===== config.mk =====
export PLATFORM = sky130hd
export DESIGN_NAME = adc_clk_startup
export DESIGN_NICKNAME = d
export VERILOG_FILES = /design/src/rtl/adc_clk_startup.sv
export SDC_FILE = /design/constraint.sdc
export NUM_CORES = 1
export LEC_CHECK = 0
export BUFFER_PORTS_ARGS = -buffer_cell sky130_fd_sc_hd__buf_2
export CAP_MARGIN = 20
export CORE_MARGIN = 4
export CORE_UTILIZATION = 50
export CTS_CLUSTER_SIZE = 40
export DETAILED_ROUTE_END_ITERATION = 8
export PLACE_DENSITY = 0.68
export SLEW_MARGIN = 15
export SYNTH_ARGS = -nofsm -noshare
export SYNTH_HDL_FRONTEND = slang
export SYNTH_SLANG_ARGS = --single-unit

===== constraint.sdc =====
create_clock -name clk -period 2.6 [get_ports clk]
set_clock_uncertainty 0.1 [all_clocks]
set_input_delay 0.52 -clock clk [delete_from_list [all_inputs] [get_ports clk]]
set_output_delay 0.52 -clock clk [all_outputs]
set_load 0.01 [all_outputs]

===== src/rtl/adc_clk_startup.sv =====
module adc_clk_startup #(
  parameter int PW = 8
) (
  input  logic          clk,
  input  logic          rst_n,
  input  logic [PW-1:0] presc,
  input  logic [3:0]    startup_code,
  input  logic          enable,
  output logic          adc_tick,
  output logic          ready
);
  localparam int DW = PW + 1;
  localparam int SW = 10;

  function automatic logic [SW-1:0] delay_of(input logic [3:0] c);
    logic [SW-1:0] i;
    i = SW'(c[1:0]);
    case (c[3:2])
      2'd0:    delay_of = i << 3;
      2'd1:    delay_of = SW'(64) + (i << 4);
      2'd2:    delay_of = SW'(512) + (i << 6);
      default: delay_of = SW'(768) + (i << 6);
    endcase
  endfunction

  logic [PW-1:0] presc_q;
  logic [DW-1:0] div_cnt;
  logic [SW-1:0] target_q;
  logic [SW-1:0] st_cnt;
  logic          ready_q;

  wire [DW-1:0] lim  = {presc_q, 1'b1};
  wire          wrap = (div_cnt == lim);

  assign adc_tick = enable && wrap;
  assign ready    = enable && ready_q;

  always_ff @(posedge clk or negedge rst_n) begin
    if (!rst_n) begin
      presc_q  <= '0;
      div_cnt  <= '0;
      target_q <= '0;
      st_cnt   <= '0;
      ready_q  <= 1'b0;
    end else if (!enable) begin
      presc_q  <= presc;
      div_cnt  <= '0;
      target_q <= delay_of(startup_code);
      st_cnt   <= '0;
      ready_q  <= 1'b0;
    end else begin
      if (wrap) begin
        div_cnt <= '0;
        presc_q <= presc;
      end else begin
        div_cnt <= div_cnt + 1'b1;
      end
      if (adc_tick && !ready_q) begin
        if (st_cnt == target_q) ready_q <= 1'b1;
        else                    st_cnt  <= st_cnt + 1'b1;
      end
    end
  end

  AST_TICK_SINGLE: assert property (@(posedge clk) disable iff (!rst_n)
    adc_tick |=> !adc_tick);

  AST_DIV_BOUND: assert property (@(posedge clk) disable iff (!rst_n)
    div_cnt <= lim);

  AST_PRESC_HELD: assert property (@(posedge clk) disable iff (!rst_n)
    (enable && !wrap) |=> $stable(presc_q));

  AST_READY_ON_TICK: assert property (@(posedge clk) disable iff (!rst_n)
    $rose(ready_q) |-> $past(adc_tick));

  AST_READY_HOLD: assert property (@(posedge clk) disable iff (!rst_n)
    (ready_q && enable) |=> ready_q);

  AST_DISABLE_CLEAR: assert property (@(posedge clk) disable iff (!rst_n)
    !enable |=> (st_cnt == '0 && !ready_q && div_cnt == '0));

  AST_TARGET_FROZEN: assert property (@(posedge clk) disable iff (!rst_n)
    (enable && $past(enable)) |-> $stable(target_q));
endmodule


# --- Yosys cells after proc, flatten, opt, wreduce, memory -nomap -nowiden ---
# Cells that the tools add are included.
totals:
  reg_bits: 38
  inputBits: 15
  output_inout_bits: 2
  wordCells: 36
classes:
  addsub: 5
  eq_ne: 8
  n_mux: 11
  reduce_logical: 7
op_table:
  columns: ["operator", "count"]
  rows:
  - ["$mux 10", 3]
  - ["$pmux 10 s3", 1]
  - ["$mux 9", 2]
  - ["$mux 8", 2]
  - ["$add 10x1->10 const B", 1]
  - ["$add 10x8->10 const A", 1]
  - ["$add 9x9->10 const A", 1]
  - ["$eq 10x10->1", 1]
  - ["$add 9x1->9 const B", 1]
  - ["$eq 9x9->1", 1]
  - ["$add 7x6->8 const A", 1]
  - ["$ne 2x1->1 const B", 3]
  - ["$reduce_and 2->1", 2]
  - ["$logic_and 1x1->1", 3]
  - ["$mux 1", 3]
  - ["$eq 2x1->1 const B", 1]
  - ["$eq 2x2->1 const B", 1]
  - ["$logic_not 2->1", 1]
  - ["$ne 2x2->1 const B", 1]
  - ["$logic_not 1->1", 1]

# --- Longest topological paths before layout ---
depth:
  ltp_word: 5
  mapped_depth: 7
  mapped_depth_nobuf: 7

# --- Least setup slack after synthesis ---
# OpenSTA, ideal clock, no wires.
synth_path:
  kind: "register to register"
  start: "reg div_cnt[4]"
  end: "reg presc_q[5]"
  setup_time_ns: 0.125
  arrival_ns: 2.040
  t_required_ns: 2.375
  setup_slack_ns: 0.335
  stages_incl_launch_ff: 8
  n_path_buf: 2
  period_less_slack_ns: 2.265
  cell_sequence: "dfrtp_1 > xnor2_1 > nand4_2 > or3_1 > buf_2 > nand2_1 > buf_2 > mux2_2"
synth_between:
  elab_chain_len: 2
synth_rtl:
  columns: ["item", "line", "text"]
  rows:
  - ["start, declared", "27", "logic [DW-1:0] div_cnt;"]
  - ["start signal, assigned", "56", "div_cnt <= div_cnt + 1'b1;"]
  - ["$eq 9x9->1", "33", "wire wrap = (div_cnt == lim);"]
  - ["$ne 2x1->1 (no source line)", null, null]
  - ["end signal, assigned", "46", "presc_q <= presc;"]
  - ["end signal, assigned", "54", "presc_q <= presc;"]
  - ["end, declared", "26", "logic [PW-1:0] presc_q;"]
# Every way passes these cells.
# A chain may end at the register's enable or synchronous reset.

# --- Worst setup path in the final report ---
layout_path:
  start: "reg div_cnt[1]"
  end: "out adc_tick"
layout_between:
  elab_chain_len: 2
layout_rtl:
  columns: ["item", "line", "text"]
  rows:
  - ["$eq 9x9->1", "33", null]
  - ["$logic_and 1x1->1", "35", "assign adc_tick = enable && wrap;"]
  - ["end, declared", "9", "output logic adc_tick,"]
# Every way passes these cells.

==> results.sh <==
export IMPL_fin_crit_ps=2493
export IMPL_max_freq_ghz=0.4012
export IMPL_synth_commonest_cells="dfrtp_1, nand2_1, nor2_1, xnor2_1, xor2_1"
export IMPL_clk_latency_ps=300
export IMPL_status="finished clean"
export IMPL_finalNetCount=227
export IMPL_grt_pass1_wl_mm=6.672
export IMPL_worstPathCellList="xnor2_1 -> nand2_1 -> or3_1 -> nor2_1 -> buf_2"
export IMPL_syn2layout_area_growth_pct=16.85
export IMPL_slowest_delay_ps=510
export IMPL_yosysUniqueCellTypes=42
export IMPL_vdd_ir_drop_max_uv=416.1
export IMPL_syn_nets=203
export IMPL_synth_top_area_cell="dfrtp_1"
export IMPL_synth_top_area_share_pct=46.98
export IMPL_post_cts_buffers=0
export IMPL_cts_htree_levels=2
export IMPL_crit_slowest_cell="or3_1"
export IMPL_start_kind="flop"
export IMPL_fin_tns_setup_ps=0
export IMPL_dp_hpwl_mm=2.842
export IMPL_synth_area_per_cell_um2=10.08
export IMPL_initialDrtViolationCount=93
export IMPL_start_util_pct=53.75
export IMPL_antenna_found_initial=0
export IMPL_ctsResizeCount=0
export IMPL_yosysSeqAreaShare_pct=46.98
export IMPL_io_buffers=16
export IMPL_ys_ff_latch=35
export IMPL_antenna_cells=0
export IMPL_worstMarginPinSlew_ps=771.6
export IMPL_pin_count=17
export IMPL_clk_pin_slew_ps=80
export IMPL_vias_per_cell=5.781
export IMPL_setup_viol=0
export IMPL_reg2reg_from="div_cnt[1]$_DFF_PN0_"
export IMPL_worstPathArrival_ps=1870
export IMPL_syn_area_um2=1864
export IMPL_coreArea_um2=3468
export IMPL_path_depth=5
export IMPL_max_slew_margin_pct=48.56
export IMPL_r2r_end="st_cnt[9]$_DFFE_PN0P_"
export IMPL_cellPowerDensity_nw_per_um2=605.2
export IMPL_drcViolationCount=0
export IMPL_utilization_pct=62.81
export IMPL_synth_warnings=0
export IMPL_worst_r2r_cell_count=5
export IMPL_cp_end_kind="output pin"
export IMPL_crit_type="reg -> out"
export IMPL_reg2reg_slack_ps=290
export IMPL_drt_total_wl_mm=3.907
export IMPL_grt_max_degree=36
export IMPL_cp_num_buf_inv=1
export IMPL_worst_path_max_fanout=9
export IMPL_ctsRootBufferMaster="clkbuf_8"
export IMPL_period_share_pct=95.87
export IMPL_grt_overflow_total=0
export IMPL_vias=1480
export IMPL_cts_hold_buf=0
export IMPL_synthTopCellsByArea="dfrtp_1, xnor2_1, mux2_2"
export IMPL_std_cell_rows=21
export IMPL_worst_ep_required_time_ps=1980
export IMPL_synth_flop_cell="dfrtp_1"
export IMPL_async_reset_ff_share_pct=100.0
export IMPL_grt_pass1_vias=1396
export IMPL_yosysMostFrequentCell="dfrtp_1"
export IMPL_maxSlewViolCount=0
export IMPL_p_leak_nw=0.9850
export IMPL_wl_per_cell_um=15.26
export IMPL_fp_dieW_um=69.06
export IMPL_crit_family="simple AND/OR/NAND/NOR gates"
export IMPL_rsz0062_at_grt="no"
export IMPL_first_pass_iters=4
export IMPL_cts_path_max_buffers=2
export IMPL_die_y_um=69.06
export IMPL_cts_tree="done"
export IMPL_drive_gt1_share_pct=21.43
export IMPL_cap_violations=0
export IMPL_hold_class="in -> async"
export IMPL_die_area_um2=4769
export IMPL_drtAntennaViolNets=0
export IMPL_syn_inst=185
export IMPL_synth_edf_count=0
export IMPL_gp_congestion=0.8093
export IMPL_finalHoldViolations=0
export IMPL_track_usage_pct=17.32
export IMPL_clock_sinks=35
export IMPL_numCtsBuffers=5
-- cell type report --
| type | instances | area (µm²) |
|---|---|---|
| clock buffers | 6 | 72.57 |
| clock inverters | 2 | 60.06 |
| well taps | 46 | 57.56 |
| fillers | 301 | 1290 |
| flip-flops and latches | 35 | 875.8 |
| multi-input cells | 138 | 940.9 |
| inverters | 5 | 18.77 |
| repair buffers | 24 | 152.6 |
-- registers in the layout, indices dropped and copies added (netlist names) --
register,count
st_cnt,10
div_cnt,9
presc_q,8
target_q,7
ready_q,1
-- worst max-delay path by stage --
stage / start / endpoint / slack, ps
floorplan: div_cnt[4]$_DFF_PN0_ / presc_q[5]$_DFFE_PN0P_ / 330
global placement: div_cnt[4]$_DFF_PN0_ / st_cnt[9]$_DFFE_PN0P_ / 400
detailed placement: div_cnt[1]$_DFF_PN0_ / st_cnt[9]$_DFFE_PN0P_ / 300
CTS: div_cnt[1]$_DFF_PN0_ / adc_tick / 90
global route: div_cnt[1]$_DFF_PN0_ / adc_tick / 5
finish: div_cnt[1]$_DFF_PN0_ / adc_tick / 110
-- report_power, final --
| part | switching (W) | internal, W | leakage (nW) |
|---|---|---|---|
| clock network | 0.000204 | 0.000383 | 0.0654 |
| registers | 0.0000238 | 0.000570 | 0.460 |
| logic | 0.0000742 | 0.0000625 | 0.460 |
-- cells in the final DEF, fill, tap and decap left out, types with 3 or more instances in the layout --
cell | Yosys | final
inv_1 | 4 | 4
dfrtp_1 | 35 | 35
mux2i_1 | 3 | 3
nor2_1 | 12 | 12
mux2_2 | 9 | 9
nand4_1 | 4 | 4
ha_1 | 3 | 3
xnor2_1 | 12 | 12
and3_1 | 3 | 3
o31ai_1 | 3 | 3
nor4_1 | 8 | 8
nand2_1 | 25 | 25
a21oi_1 | 5 | 5
xor2_1 | 10 | 10
o21ai_0 | 5 | 5
buf_4 | 0 | 7
buf_2 | 2 | 16
clkbuf_8 | 0 | 5
nand3_1 | 7 | 7
-- logic make-up (layout without fill, tap and decap cells) --
kind of cell | count (synthesis) | after routing | synth area share, %
AND/OR/NAND/NOR | 73 | 73 | 20.07
adder cells (fa/ha/maj) | 3 | 3 | 2.014
AO/OA/AOI/OAI | 28 | 28 | 11.01
buffers and inverters | 12 | 37 | 2.550
multiplexers | 12 | 12 | 7.047
flip-flops | 35 | 35 | 46.98
XOR/XNOR | 22 | 22 | 10.34
-- metrics by stage --
stage	setup WS, ps	hold WS (ps)	power, W	area (µm²)	std cells
6_report	107.5	192.7	0.001318	2178	256
5_1_grt	5.297	262.6	0.001366	2178	256
4_1_cts	87.70	220.3	0.001323	2178	256
3_5_place_dp	303.6	396.2	0.0007401	2046	248
3_3_place_gp	403.0	392.4	0.0007348	2046	248
2_1_floorplan	334.9	124.4	0.0006769	1864	185
-- routing by layer --
layer  GRT usage [%]  routed length (µm)
met5               0                   0
met4           5.857                  47
met3           5.233                 217
met2           25.74                1805
met1           24.02                1837
No activity file was read; power rests on OpenSTA's default activity.
